## src/rtl/ctl_port_pkg.sv

```systemverilog
// Shared constants and register layouts for the serial control port.
// Assumes 16-bit command words with a 4-bit address and 10-bit data.
package ctl_port_pkg;

    localparam int CMD_W  = 16;
    localparam int ADDR_W = 4;
    localparam int DATA_W = 10;

    localparam logic [ADDR_W-1:0] ADR_CFG0  = 4'd0;
    localparam logic [ADDR_W-1:0] ADR_CFG1  = 4'd1;
    localparam logic [ADDR_W-1:0] ADR_CFG2  = 4'd2;
    localparam logic [ADDR_W-1:0] ADR_PK_L  = 4'd3;
    localparam logic [ADDR_W-1:0] ADR_PK_R  = 4'd4;

    // Register 0 layout, MSB is data bit 9.
    typedef struct packed {
        logic       pk_en;
        logic       hp_en;
        logic       pdn;
        logic       mod_fast;
        logic [2:0] gain_l;
        logic [2:0] gain_r;
    } cfg0_t;

    // Register 1 layout, occupies data bits 6:0.
    typedef struct packed {
        logic [1:0] fmt;
        logic [1:0] wlen;
        logic       slave;
        logic       mute_r;
        logic       mute_l;
    } cfg1_t;

    // Register 2 layout, occupies data bits 3:0.
    typedef struct packed {
        logic       byp_r;
        logic       byp_l;
        logic [1:0] mclk_div;
    } cfg2_t;

    typedef enum logic [1:0] {
        RD_NONE  = 2'd0,
        RD_LEFT  = 2'd1,
        RD_RIGHT = 2'd2
    } rd_sel_e;

endpackage

```

## src/rtl/bit_sync.sv

```systemverilog
// Multi-stage synchronizer for a bundle of asynchronous inputs.
// Assumes each bit is independent; reset loads RST_VAL into every stage.
module bit_sync #(
    parameter int         W       = 3,
    parameter int         STAGES  = 2,
    parameter logic [W-1:0] RST_VAL = '0
) (
    input  logic         clk,
    input  logic         rst_n,
    input  logic [W-1:0] d,
    output logic [W-1:0] q
);

    logic [W-1:0] stg [STAGES];

    // Shift the asynchronous inputs through the synchronizer chain.
    always_ff @(posedge clk) begin : sync_chain
        if (!rst_n) begin
            for (int i = 0; i < STAGES; i++) stg[i] <= RST_VAL;
        end else begin
            stg[0] <= d;
            for (int i = 1; i < STAGES; i++) stg[i] <= stg[i-1];
        end
    end

    assign q = stg[STAGES-1];

endmodule

```

## src/rtl/scp_frontend.sv

```systemverilog
// Serial front end: synchronizes the pins, detects bit-clock edges and
// shifts command bits in on rising edges while select is low.
// Assumes the bit clock half period spans several system clocks.
// The edge count saturates at CMD_W+1 so oversized frames stay invalid.
module scp_frontend #(
    parameter int CMD_W       = 16,
    parameter int SYNC_STAGES = 2,
    localparam int CNT_W      = $clog2(CMD_W + 2)
) (
    input  logic             clk,
    input  logic             rst_n,
    input  logic             sclk_i,
    input  logic             sel_n_i,
    input  logic             sdi_i,
    output logic             rise_o,
    output logic             fall_o,
    output logic             frame_end_o,
    output logic             in_frame_o,
    output logic [CNT_W-1:0] cnt_o,
    output logic [CMD_W-1:0] word_o
);

    localparam logic [CNT_W-1:0] CNT_SAT = CNT_W'(CMD_W + 1);

    logic [2:0]       pins_s;
    logic             clk_s, sel_s, dat_s;
    logic             clk_prv, sel_prv;
    logic [CNT_W-1:0] cnt_q;
    logic [CMD_W-1:0] word_q;

    bit_sync #(.W(3), .STAGES(SYNC_STAGES), .RST_VAL(3'b010)) u_sync (
        .clk   (clk),
        .rst_n (rst_n),
        .d     ({sclk_i, sel_n_i, sdi_i}),
        .q     (pins_s)
    );

    assign clk_s = pins_s[2];
    assign sel_s = pins_s[1];
    assign dat_s = pins_s[0];

    // Remember last synchronized levels for edge detection.
    always_ff @(posedge clk) begin : edge_hist
        if (!rst_n) begin
            clk_prv <= 1'b0;
            sel_prv <= 1'b1;
        end else begin
            clk_prv <= clk_s;
            sel_prv <= sel_s;
        end
    end

    assign in_frame_o  = ~sel_s;
    assign rise_o      = in_frame_o & clk_s & ~clk_prv;
    assign fall_o      = in_frame_o & ~clk_s & clk_prv;
    assign frame_end_o = sel_s & ~sel_prv;

    // Clear at frame start, then shift data and count rising edges.
    always_ff @(posedge clk) begin : shift_count
        if (!rst_n) begin
            cnt_q  <= '0;
            word_q <= '0;
        end else if (~sel_s & sel_prv) begin
            cnt_q  <= '0;
            word_q <= '0;
        end else if (rise_o) begin
            word_q <= {word_q[CMD_W-2:0], dat_s};
            if (cnt_q != CNT_SAT) cnt_q <= cnt_q + CNT_W'(1);
        end
    end

    assign cnt_o  = cnt_q;
    assign word_o = word_q;

endmodule

```

## src/rtl/ctl_regs.sv

```systemverilog
// Write-only control register file. Commits a write when a frame ends
// with exactly CMD_W edges, the direction flag is 0 and the address
// names one of the three control registers. Everything else is dropped.
module ctl_regs
    import ctl_port_pkg::*;
#(
    localparam int CNT_W = $clog2(CMD_W + 2)
) (
    input  logic             clk,
    input  logic             rst_n,
    input  logic             frame_end,
    input  logic [CNT_W-1:0] cnt,
    input  logic [CMD_W-1:0] word,
    output cfg0_t            cfg0,
    output cfg1_t            cfg1,
    output cfg2_t            cfg2
);

    localparam int RW_BIT = DATA_W + 1;

    logic              commit;
    logic [ADDR_W-1:0] addr;
    logic [DATA_W-1:0] data;

    assign addr   = word[CMD_W-1 -: ADDR_W];
    assign data   = word[DATA_W-1:0];
    assign commit = frame_end && (cnt == CNT_W'(CMD_W)) && !word[RW_BIT];

    // Load the addressed control register on a valid write frame.
    always_ff @(posedge clk) begin : reg_write
        if (!rst_n) begin
            cfg0 <= '0;
            cfg1 <= '0;
            cfg2 <= '0;
        end else if (commit) begin
            case (addr)
                ADR_CFG0: cfg0 <= cfg0_t'(data);
                ADR_CFG1: cfg1 <= cfg1_t'(data[$bits(cfg1_t)-1:0]);
                ADR_CFG2: cfg2 <= cfg2_t'(data[$bits(cfg2_t)-1:0]);
                default:  ;
            endcase
        end
    end

endmodule

```

## src/rtl/peak_track.sv

```systemverilog
// Per-channel peak hold. Converts a sample magnitude to an attenuation
// code (0 = full scale, about 1 dB per step, saturating at all ones) and
// keeps the smallest code since the last clear. Assumes SAMPLE_W >= 9.
module peak_track #(
    parameter int SAMPLE_W = 24,
    parameter int PEAK_W   = 6
) (
    input  logic                clk,
    input  logic                rst_n,
    input  logic                en,
    input  logic                valid,
    input  logic [SAMPLE_W-1:0] sample,
    input  logic                clr,
    output logic [PEAK_W-1:0]   peak
);

    localparam int              MANT_W  = 8;
    localparam int              STEPS   = 6;
    localparam int              PK_MAX  = (1 << PEAK_W) - 1;
    localparam logic [PEAK_W-1:0] PK_ALL = '1;

    // Magnitude to attenuation code: octave count plus in-octave step.
    function automatic logic [PEAK_W-1:0] atten_code(input logic [SAMPLE_W-1:0] mag);
        int                  msb;
        int                  sub;
        int                  code;
        logic [SAMPLE_W-1:0] norm;
        logic [MANT_W-1:0]   q;
        msb = -1;
        for (int i = 0; i < SAMPLE_W; i++) if (mag[i]) msb = i;
        if (msb < 0) return PK_ALL;
        if (msb == SAMPLE_W - 1) return '0;
        norm = mag << (SAMPLE_W - 1 - msb);
        q    = norm[SAMPLE_W-1 -: MANT_W];
        sub  = 0;
        if (q < 8'd229) sub++;
        if (q < 8'd204) sub++;
        if (q < 8'd182) sub++;
        if (q < 8'd162) sub++;
        if (q < 8'd144) sub++;
        code = STEPS * (SAMPLE_W - 2 - msb) + sub;
        if (code > PK_MAX) return PK_ALL;
        return code[PEAK_W-1:0];
    endfunction

    logic [SAMPLE_W-1:0] mag;
    logic [PEAK_W-1:0]   cand;
    logic                take;

    assign mag  = sample[SAMPLE_W-1] ? (~sample + SAMPLE_W'(1)) : sample;
    assign cand = atten_code(mag);
    assign take = en && valid;

    // Track the minimum code; a clear restarts from silence.
    always_ff @(posedge clk) begin : peak_hold
        if (!rst_n) begin
            peak <= PK_ALL;
        end else if (clr) begin
            peak <= take ? cand : PK_ALL;
        end else if (take && (cand < peak)) begin
            peak <= cand;
        end
    end

endmodule

```

## src/rtl/ctl_serial_port.sv

```systemverilog
// Top level: serial control port with three write-only control registers
// and two read-only peak registers. A read loads the selected peak word
// after the six header bits and shifts it out on sdo on falling bit-clock
// edges; a read that completes with exactly CMD_W edges clears that peak.
module ctl_serial_port
    import ctl_port_pkg::*;
#(
    parameter int SAMPLE_W    = 24,
    parameter int PEAK_W      = 6,
    parameter int SYNC_STAGES = 2
) (
    input  logic                clk,
    input  logic                rst_n,
    input  logic                sclk,
    input  logic                sel_n,
    input  logic                sdi,
    output logic                sdo,
    input  logic                smp_valid,
    input  logic [SAMPLE_W-1:0] smp_left,
    input  logic [SAMPLE_W-1:0] smp_right,
    output logic                peak_enable,
    output logic                hpf_enable,
    output logic                power_down,
    output logic                mod_clk_fast,
    output logic [2:0]          gain_left,
    output logic [2:0]          gain_right,
    output logic [1:0]          data_format,
    output logic [1:0]          word_width,
    output logic                slave_mode,
    output logic                mute_right,
    output logic                mute_left,
    output logic [1:0]          mclk_div,
    output logic                bypass_left,
    output logic                bypass_right
);

    localparam int CNT_W    = $clog2(CMD_W + 2);
    localparam int HDR_BITS = CMD_W - DATA_W;
    localparam int N_CH     = 2;
    localparam logic [CNT_W-1:0] CNT_LOAD = CNT_W'(HDR_BITS - 1);
    localparam logic [CNT_W-1:0] CNT_HDR  = CNT_W'(HDR_BITS);
    localparam logic [CNT_W-1:0] CNT_FULL = CNT_W'(CMD_W);

    logic             rise_ev, fall_ev, frame_end, in_frame;
    logic [CNT_W-1:0] bit_cnt;
    logic [CMD_W-1:0] cmd_word;
    cfg0_t            cfg0;
    cfg1_t            cfg1;
    cfg2_t            cfg2;

    logic [SAMPLE_W-1:0] smp_arr [N_CH];
    logic [PEAK_W-1:0]   peak_q  [N_CH];
    logic [N_CH-1:0]     clr_pk;

    rd_sel_e           rd_sel;
    logic [DATA_W-1:0] out_sr;
    logic              sdo_q;
    logic [ADDR_W-1:0] hdr_addr;
    logic              hdr_read;

    scp_frontend #(.CMD_W(CMD_W), .SYNC_STAGES(SYNC_STAGES)) u_front (
        .clk         (clk),
        .rst_n       (rst_n),
        .sclk_i      (sclk),
        .sel_n_i     (sel_n),
        .sdi_i       (sdi),
        .rise_o      (rise_ev),
        .fall_o      (fall_ev),
        .frame_end_o (frame_end),
        .in_frame_o  (in_frame),
        .cnt_o       (bit_cnt),
        .word_o      (cmd_word)
    );

    ctl_regs u_regs (
        .clk       (clk),
        .rst_n     (rst_n),
        .frame_end (frame_end),
        .cnt       (bit_cnt),
        .word      (cmd_word),
        .cfg0      (cfg0),
        .cfg1      (cfg1),
        .cfg2      (cfg2)
    );

    assign smp_arr[0] = smp_left;
    assign smp_arr[1] = smp_right;

    // One peak tracker per channel; its clear comes from a finished read.
    for (genvar ch = 0; ch < N_CH; ch++) begin : g_peak
        peak_track #(.SAMPLE_W(SAMPLE_W), .PEAK_W(PEAK_W)) u_pk (
            .clk    (clk),
            .rst_n  (rst_n),
            .en     (cfg0.pk_en),
            .valid  (smp_valid),
            .sample (smp_arr[ch]),
            .clr    (clr_pk[ch]),
            .peak   (peak_q[ch])
        );
    end

    assign clr_pk[0] = frame_end && (bit_cnt == CNT_FULL) && (rd_sel == RD_LEFT);
    assign clr_pk[1] = frame_end && (bit_cnt == CNT_FULL) && (rd_sel == RD_RIGHT);

    // Header seen so far when the sixth rising edge arrives.
    assign hdr_addr = cmd_word[ADDR_W:1];
    assign hdr_read = cmd_word[0];

    // Select and load the readback word, then shift it out on falling edges.
    always_ff @(posedge clk) begin : readback
        if (!rst_n) begin
            rd_sel <= RD_NONE;
            out_sr <= '0;
            sdo_q  <= 1'b0;
        end else if (!in_frame) begin
            rd_sel <= RD_NONE;
            sdo_q  <= 1'b0;
        end else if (rise_ev && (bit_cnt == CNT_LOAD)) begin
            if (hdr_read && (hdr_addr == ADR_PK_L)) begin
                rd_sel <= RD_LEFT;
                out_sr <= {{(DATA_W-PEAK_W){1'b0}}, peak_q[0]};
            end else if (hdr_read && (hdr_addr == ADR_PK_R)) begin
                rd_sel <= RD_RIGHT;
                out_sr <= {{(DATA_W-PEAK_W){1'b0}}, peak_q[1]};
            end else begin
                rd_sel <= RD_NONE;
                out_sr <= '0;
            end
        end else if (fall_ev) begin
            if ((rd_sel != RD_NONE) && (bit_cnt >= CNT_HDR) && (bit_cnt < CNT_FULL)) begin
                sdo_q  <= out_sr[DATA_W-1];
                out_sr <= {out_sr[DATA_W-2:0], 1'b0};
            end else begin
                sdo_q  <= 1'b0;
            end
        end
    end

    assign sdo          = sdo_q;
    assign peak_enable  = cfg0.pk_en;
    assign hpf_enable   = cfg0.hp_en;
    assign power_down   = cfg0.pdn;
    assign mod_clk_fast = cfg0.mod_fast;
    assign gain_left    = cfg0.gain_l;
    assign gain_right   = cfg0.gain_r;
    assign data_format  = cfg1.fmt;
    assign word_width   = cfg1.wlen;
    assign slave_mode   = cfg1.slave;
    assign mute_right   = cfg1.mute_r;
    assign mute_left    = cfg1.mute_l;
    assign mclk_div     = cfg2.mclk_div;
    assign bypass_left  = cfg2.byp_l;
    assign bypass_right = cfg2.byp_r;

endmodule

```

## config.mk

```make
export PLATFORM = sky130hd
export DESIGN_NAME = ctl_serial_port
export DESIGN_NICKNAME = d
export VERILOG_FILES = /design/src/rtl/ctl_port_pkg.sv /design/src/rtl/bit_sync.sv /design/src/rtl/scp_frontend.sv /design/src/rtl/ctl_regs.sv /design/src/rtl/peak_track.sv /design/src/rtl/ctl_serial_port.sv
export SDC_FILE = /design/constraint.sdc
export NUM_CORES = 1
export LEC_CHECK = 0
export ABC_AREA = 1
export BUFFER_PORTS_ARGS = -buffer_cell sky130_fd_sc_hd__buf_2
export CORE_ASPECT_RATIO = 1.25
export CORE_MARGIN = 2
export CORE_UTILIZATION = 50
export CTS_BUF_LIST = sky130_fd_sc_hd__clkbuf_2 sky130_fd_sc_hd__clkbuf_4 sky130_fd_sc_hd__clkbuf_8
export DETAILED_ROUTE_END_ITERATION = 12
export PLACE_DENSITY = 0.7
export SLEW_MARGIN = 20
export SYNTH_ARGS = -nofsm -noshare
export SYNTH_HDL_FRONTEND = slang
export SYNTH_SLANG_ARGS = --single-unit
```

## constraint.sdc

```tcl
create_clock -name clk -period 12.9 [get_ports clk]
set_input_delay 1.935 -clock clk [delete_from_list [all_inputs] [get_ports clk]]
set_output_delay 1.935 -clock clk [all_outputs]
set_load 0.03 [all_outputs]
```

== Word level (Yosys, flattened, before mapping) ==
Memories as Yosys holds them, arrays and structs flattened.
Cells that the tools add are included.

* $lt $le $gt $ge: 18
* Multiply operators: 2
* Eq/ne operators: 11
* Shifts and indexed selects: 2
* Bitwise logic cells: 16
* Add/subtract/negate cells: 17
* Mux-type cells: 122
* Reductions and logical operators: 27

{| class="wikitable"
|+ Operators with widths
! cell !! count
|-
| 32-bit 2-to-1 mux || 76
|-
| 32-bit by 2-bit adder with 32-bit output (second input constant) || 8
|-
| 6-bit by 32-bit subtractor with 32-bit output (first input constant) || 4
|-
| 6-bit 2-to-1 mux || 20
|-
| 8-bit less-than comparator (second input constant) || 10
|-
| 32-bit adder || 2
|-
| 32-bit by 6-bit equality test with 1-bit output (second input constant) || 2
|-
| 32-bit by 7-bit > comparator with 1-bit output (second input constant) || 2
|-
| 32-bit by 1-bit less-than comparator with 1-bit output (second input constant) || 2
|-
| 3-bit by 32-bit multiplier with 31-bit output (first input constant) || 2
|-
| 24-bit by 32-bit << shifter with 24-bit output || 2
|-
| 24-bit by 1-bit adder with 24-bit output (second input constant) || 2
|-
| 24-bit 2-to-1 mux || 2
|-
| 24-bit inverter || 2
|-
| 10-bit 2-to-1 mux || 3
|-
| 1-bit 2-to-1 mux || 17
|-
| 1-bit logical AND || 12
|-
| 6-bit less-than comparator || 2
|-
| 2-bit AND reduction || 5
|-
| 2-bit nonzero test || 5
|-
| 4-bit by 2-bit equality test with 1-bit output (second input constant) || 2
|-
| 1-bit bitwise AND || 6
|-
| 3-bit 2-to-1 mux || 2
|-
| 1-bit inverter || 6
|-
| other kinds (16) || 19
|}

* Output and inout bits: 22
* Bits in writable memories: 6
* Memories kept: 1
* Input bits: 54
* Register bits: 69
* Word-level logic and storage cells: 239

{| class="wikitable"
|+ Memory list
! memory !! depth !! width !! read ports !! clocked after Yosys merged registers in !! write ports !! line !! source
|-
| u_front.u_sync.stg || 2 || 3 || 2 || 0 || 2 || bit_sync.sv:14 || <nowiki>logic [W-1:0] stg [STAGES];</nowiki>
|}

== Longest topological paths before layout ==
* Word-level depth: 61
* Depth in mapped cells: 88
* Mapped depth without buffers: 87

== Modules after synthesis ==
From an unflattened synthesis, not the netlist that was laid out.

* Cells, all modules: 2415
* Area, all modules: 14268.7 µm²

{| class="wikitable"
|+ Modules (own cells, without submodules)
! module !! cells an instance !! area each (µm²) !! times used !! seq. area each (µm²)
|-
| peak_track at g_peak[0].u_pk || 1001 || 5705.5 || 1 || 120.1
|-
| peak_track at g_peak[1].u_pk || 982 || 5605.4 || 1 || 120.1
|-
| ctl_regs || 143 || 983.4 || 1 || 420.4
|-
| scp_frontend || 132 || 962.2 || 1 || 460.4
|-
| ctl_serial_port || 136 || 824.5 || 1 || 260.2
|-
| bit_sync || 21 || 187.7 || 1 || 120.1
|}

== Least setup slack after synthesis ==
OpenSTA, ideal clock, no wires.

* Path type: input-to-reg
* Start point: in smp_right[0]
* End point: reg g_peak[1].u_pk.peak[0]
* Arrival: 12.054 ns
* Library setup time: 0.131 ns
* Cell stages on the path: 74
* Slack: 0.714 ns
* Required time: 12.769 ns
* Buffers on the path: 1
* Path through: inv_1 ha_1 nand2_2 nor2_4 nand3_2 nor2_2 nand3_1 nand2_1 xor2_1 inv_1 nor2_2 nand2_2 nor2_4 inv_1 nor2_1 inv_1 ha_1 ha_1 (+38 left out) nor3_1 nand2_1 xnor2_1 nor2_1 nand3b_1 nor2_1 nand4_1 nand2_1 nand2_1 a21oi_1 inv_1 ha_1 a21oi_1 nor2_1 a2111oi_0 nand2_4 nand3_1 nand3_1

* Cells in the longest elaborated chain, start to end: 60
* Elaborated cells between the ends (all ways): 76
* Classes of those cells: 8 x add/sub; 1 x mul; 8 x order compare; 1 x eq/ne; 1 x shift; 54 x mux; 1 x bitwise; 2 x reduce/logical

{| class="wikitable"
|+ RTL lines
! item !! line !! source
|-
| start: declaration || ctl_serial_port.sv:20 || <nowiki>input logic [SAMPLE_W-1:0] smp_right,</nowiki>
|-
| 24-bit inverter || peak_track.sv:50 || <nowiki>assign mag = sample[SAMPLE_W-1] ? (~sample + SAMPLE_W'(1)) : sample;</nowiki>
|-
| 24-bit by 1-bit adder with 24-bit output || peak_track.sv:50 ||
|-
| 24-bit 2-to-1 mux (*) || peak_track.sv:50 ||
|-
| 32-bit 2-to-1 mux (24 in series) || peak_track.sv:30 || <nowiki>for (int i = 0; i < SAMPLE_W; i++) if (mag[i]) msb = i;</nowiki>
|-
| 6-bit by 32-bit subtractor with 32-bit output || peak_track.sv:33 || <nowiki>norm = mag << (SAMPLE_W - 1 - msb);</nowiki>
|-
| 24-bit by 32-bit << shifter with 24-bit output || peak_track.sv:33 ||
|-
| 8-bit less-than comparator || peak_track.sv:36 || <nowiki>if (q < 8'd229) sub++;</nowiki>
|-
| 1-bit 2-to-1 mux || peak_track.sv:36 ||
|-
| (+21 left out) || - ||
|-
| 1-bit 2-to-1 mux || peak_track.sv:33 ||
|-
| 1-bit 2-to-1 mux || peak_track.sv:32 || <nowiki>if (msb == SAMPLE_W - 1) return '0;</nowiki>
|-
| 6-bit 2-to-1 mux || peak_track.sv:43 || <nowiki>return code[PEAK_W-1:0];</nowiki>
|-
| 6-bit 2-to-1 mux || peak_track.sv:33 ||
|-
| 6-bit 2-to-1 mux (*) || peak_track.sv:32 ||
|-
| 6-bit less-than comparator || peak_track.sv:60 || <nowiki>end else if (take && (cand < peak)) begin</nowiki>
|-
| 1-bit logical AND || peak_track.sv:60 ||
|-
| 2-bit nonzero test (no line) || - ||
|-
| end signal: assignment || peak_track.sv:59 || <nowiki>peak <= take ? cand : PK_ALL;</nowiki>
|-
| end signal: assignment || peak_track.sv:61 || <nowiki>peak <= cand;</nowiki>
|-
| end: declaration || peak_track.sv:14 || <nowiki>output logic [PEAK_W-1:0] peak</nowiki>
|}

Every way passes the cells marked *; elsewhere a longest branch is shown, timed or not. The select of a mux whose other input is x is not followed.
A chain may end at the register's enable or synchronous reset.

== Worst setup path in the final report ==
* Start point: in smp_right[4]
* End point: reg g_peak[1].u_pk.peak[0]

* Cells in the longest elaborated chain, start to end: 56
* Elaborated cells between the ends (all ways): 72
* Classes of those cells: 8 x add/sub; 1 x mul; 8 x order compare; 1 x eq/ne; 1 x shift; 50 x mux; 1 x bitwise; 2 x reduce/logical

{| class="wikitable"
|+ RTL lines
! item !! line
|-
| 24-bit inverter || peak_track.sv:50
|-
| 24-bit by 1-bit adder with 24-bit output || peak_track.sv:50
|-
| 24-bit 2-to-1 mux (*) || peak_track.sv:50
|-
| 32-bit 2-to-1 mux (20 in series) || peak_track.sv:30
|-
| 6-bit by 32-bit subtractor with 32-bit output || peak_track.sv:33
|-
| 24-bit by 32-bit << shifter with 24-bit output || peak_track.sv:33
|-
| 8-bit less-than comparator || peak_track.sv:36
|-
| 1-bit 2-to-1 mux || peak_track.sv:36
|-
| (+21 left out) || -
|-
| 1-bit 2-to-1 mux || peak_track.sv:33
|-
| 1-bit 2-to-1 mux || peak_track.sv:32
|-
| 6-bit 2-to-1 mux || peak_track.sv:43
|-
| 6-bit 2-to-1 mux || peak_track.sv:33
|-
| 6-bit 2-to-1 mux (*) || peak_track.sv:32
|-
| 6-bit less-than comparator || peak_track.sv:60
|-
| 1-bit logical AND || peak_track.sv:60
|-
| 2-bit nonzero test (no line) || -
|}

Marked as above.

==> flow_metrics.env <==
export IMPL_slowest_stage="a2111oi_2"
export IMPL_gp_congestion=0.916
export IMPL_synthArstFlopShare_pct=0
export IMPL_critPathMaxFanout=15
export IMPL_yosys_warnings=0
export IMPL_min_path_type="flip-flop to flip-flop"
export IMPL_p_sw_share_pct=51.1
export IMPL_io_buffers=75
export IMPL_hpwl_mm=28.8
export IMPL_die_width_um=153
export IMPL_leakage_nw=8.36
export IMPL_ant_nets=0
export IMPL_grt_pass1_wl_mm=60.0
export IMPL_path_common_cell="nand2_1"
export IMPL_cts_inserted_buffers=9
export IMPL_ys_types=67
export IMPL_fin_util_pct=56.6
export IMPL_netlist_area_sq_um=13900
export IMPL_pin_count=76
export IMPL_finalWirelength_mm=35.3
export IMPL_syn_avg_cell_area_sq_um=5.98
export IMPL_clockBufferDepth=2
export IMPL_cellInternalPower_uw=706
export IMPL_ir_drop_mv=0.0458
export IMPL_relSlewSlack_pct=43.9
export IMPL_synth_common_cells="531 x nand2_1, 339 x inv_1, 329 x nand3_1, 224 x nor2_1, 165 x ha_1"
export IMPL_dp_cells=2746
export IMPL_worstPathArrival_ns=12.41
export IMPL_maxCapViolCount=0
export IMPL_p_per_area_nw_per_um2=92.8
export IMPL_track_usage_pct=23.4
export IMPL_dieArea_sq_um=29200
export IMPL_final_area_sq_um=15600
export IMPL_cpPeakStageDelay_ns=0.38
export IMPL_power_mw=1.44
export IMPL_dp_slack_ns=-0.289
export IMPL_num_antenna_cells=0
export IMPL_timing_final_max_slew_violations=0
export IMPL_ys_seq_area_share_pct=10.8
export IMPL_rrSetupSlack_ns=10.41
export IMPL_grt_ovfl_total=0
export IMPL_multiInputGateArea_sq_um=11200
export IMPL_hold_viol=0
export IMPL_synth_largest_area_cell="ha_1"
export IMPL_grt_start_max_net_pins=31
export IMPL_antenna_found_initial=0
export IMPL_regArea_sq_um=1500
export IMPL_worst_slack_ns=0.707
export IMPL_pwr_share_seq_pct=16.2
export IMPL_wire_per_inst_um=12.7
export IMPL_cts_htree_levels=3
export IMPL_post_route_min_period_ns=12.19
export IMPL_drive_above_1_share_pct=13.7
export IMPL_ys_seq_elements=75
export IMPL_dr_total_vias=15100
export IMPL_die_h_um=191
export IMPL_setup_viol=0
export IMPL_clockRootBuffer="clkbuf_8"
export IMPL_worstSkewPairLatency_ns=0.35
export IMPL_max_clock_freq_mhz=82.0
export IMPL_first_pass_iters=8
export IMPL_start_util_pct=50.7
export IMPL_cp_required_ns=13.12
export IMPL_period_share_pct=94.5
export IMPL_cts_reportedPaths_clkPinSlew_ns=0.07
export IMPL_grt_pass1_vias=14000
export IMPL_ys_top_cells_by_area="ha_1 15%, nand2_1 14%, nand3_1 12%"
export IMPL_critPathKind="input port to flip-flop"
export IMPL_hold_buffers=0
export IMPL_setup_tns_ns=0
export IMPL_end_kind="flip-flop"
export IMPL_synthCells=2330
export IMPL_critPathLaunchType="input port"
export IMPL_via_per_inst=5.40
export IMPL_combinationalPowerShare_pct=72.6
export IMPL_cts_sinks=75
export IMPL_area_growth_pct=11.7
export IMPL_pwr_share_clk_pct=11.2
export IMPL_fillers=2763
export IMPL_fin_nets=2659
export IMPL_initialDrtViolationCount=739
export IMPL_hold_ws_ns=0.415
export IMPL_core_sq_um=27500
export IMPL_skew_ns=0.00828
export IMPL_drc_errors=0
export IMPL_synth_flop_cell="dfxtp_1"
export IMPL_place_area_sq_um=14700
export IMPL_synth_edff_count=0
export IMPL_tightest_slew_ns=0.837
export IMPL_p_sw_uw=738
export IMPL_tritoncts="built"
export IMPL_synth_top_area_share_pct=14.8
export IMPL_fp_row_count=68
export IMPL_finalNonFillerCells=2791
export IMPL_yosysMostFrequentCell="nand2_1"
export IMPL_status="completed"
==> cell families (layout without fill, tap and decap cells) <==
logic type | Yosys count | count (layout) | synth area share [%]
simple gates | 1240 | 1241 | 40.3
buf+inv | 406 | 515 | 12.3
compound gates | 305 | 305 | 12.7
fa+ha+maj | 169 | 169 | 15.4
xor+xnor | 133 | 133 | 8.47
flops | 75 | 75 | 10.8
other cells | 1 | 2 | 0.0269
mux | 1 | 1 | 0.0719
==> placed cells by master (no fill, tap or decap), types with 16 or more instances in the layout <==
master	instances
nand3_1	316
nand4_1	27
buf_4	67
nor3_1	16
a211oi_1	17
a21oi_1	119
nand2_1	518
nand2_2	31
nor2_2	29
ha_1	159
xor2_1	92
o21ai_0	81
xnor2_1	37
nand3_2	19
buf_2	75
nor2_1	207
dfxtp_1	75
inv_1	334
==> state kept, by name (all words and copies together), names as in the netlist <==
register	cells
rd_sel	2
out_sr	10
u_front.u_sync.stg	6
u_regs.cfg2	4
u_front.sel_prv	1
u_front.word_o	16
u_front.cnt_o	5
u_front.clk_prv	1
u_regs.cfg0	10
u_regs.cfg1	7
g_peak.u_pk.peak	12
sdo	1
==> critical path, delay by kind of cell <==
family          cells  cell delay [ns]
simple gates       45             5.58
fa+ha+maj           6             1.58
buf+inv            15             1.44
xor+xnor            3             0.47
compound gates      7             1.38
==> final cells by class <==
type                            instances  area share (%)
Clock buffer                           11           0.973
Inverter                              354            8.64
Sequential cell                        75            9.65
Timing Repair Buffer                  145            5.89
Tap cell                              350            2.82
Multi-Input combinational cell       1851            71.9
Clock inverter                          5           0.177
==> per-layer routing <==
layer | routed length, um | vias up | GRT usage, %
li1 | - | 7866 | -
met1 | 15300 | 6788 | 27.3
met2 | 18100 | 332 | 44.6
met3 | 988 | 75 | 1.52
met4 | 957 | 0 | 8.40
met5 | 0 | - | 0
==> power groups by stage <==
stage / Combinational [mW] / Clock [mW] / Sequential, mW
final: 1.05 / 0.162 / 0.234
after global routing: 1.20 / 0.175 / 0.234
after global placement: 0.966 / 0 / 0.239
after detailed placement: 0.987 / 0 / 0.239
after CTS: 0.994 / 0.167 / 0.234
after floorplan: 0.785 / 0 / 0.239
==> what timing repair did <==
action                     4_1_cts  5_1_grt
setup endpoints to repair        0       12
setup buffers                    0       28
gates resized for setup          0      109
==> path summary, 6_finish.rpt <==
| check | depth (start not counted) | to | start |
|---|---|---|---|
| max | 76 | g_peak[1].u_pk.peak[0] | smp_right[4] |
| min | 1 | u_front.u_sync.stg[0][4] | u_front.u_sync.stg[0][1] |
| max reg2reg | 10 | out_sr[1] | u_front.u_sync.stg[0][4] |
| min reg2reg | 1 | u_front.u_sync.stg[0][4] | u_front.u_sync.stg[0][1] |
Note: power is estimated with default switching activity, not from simulation.
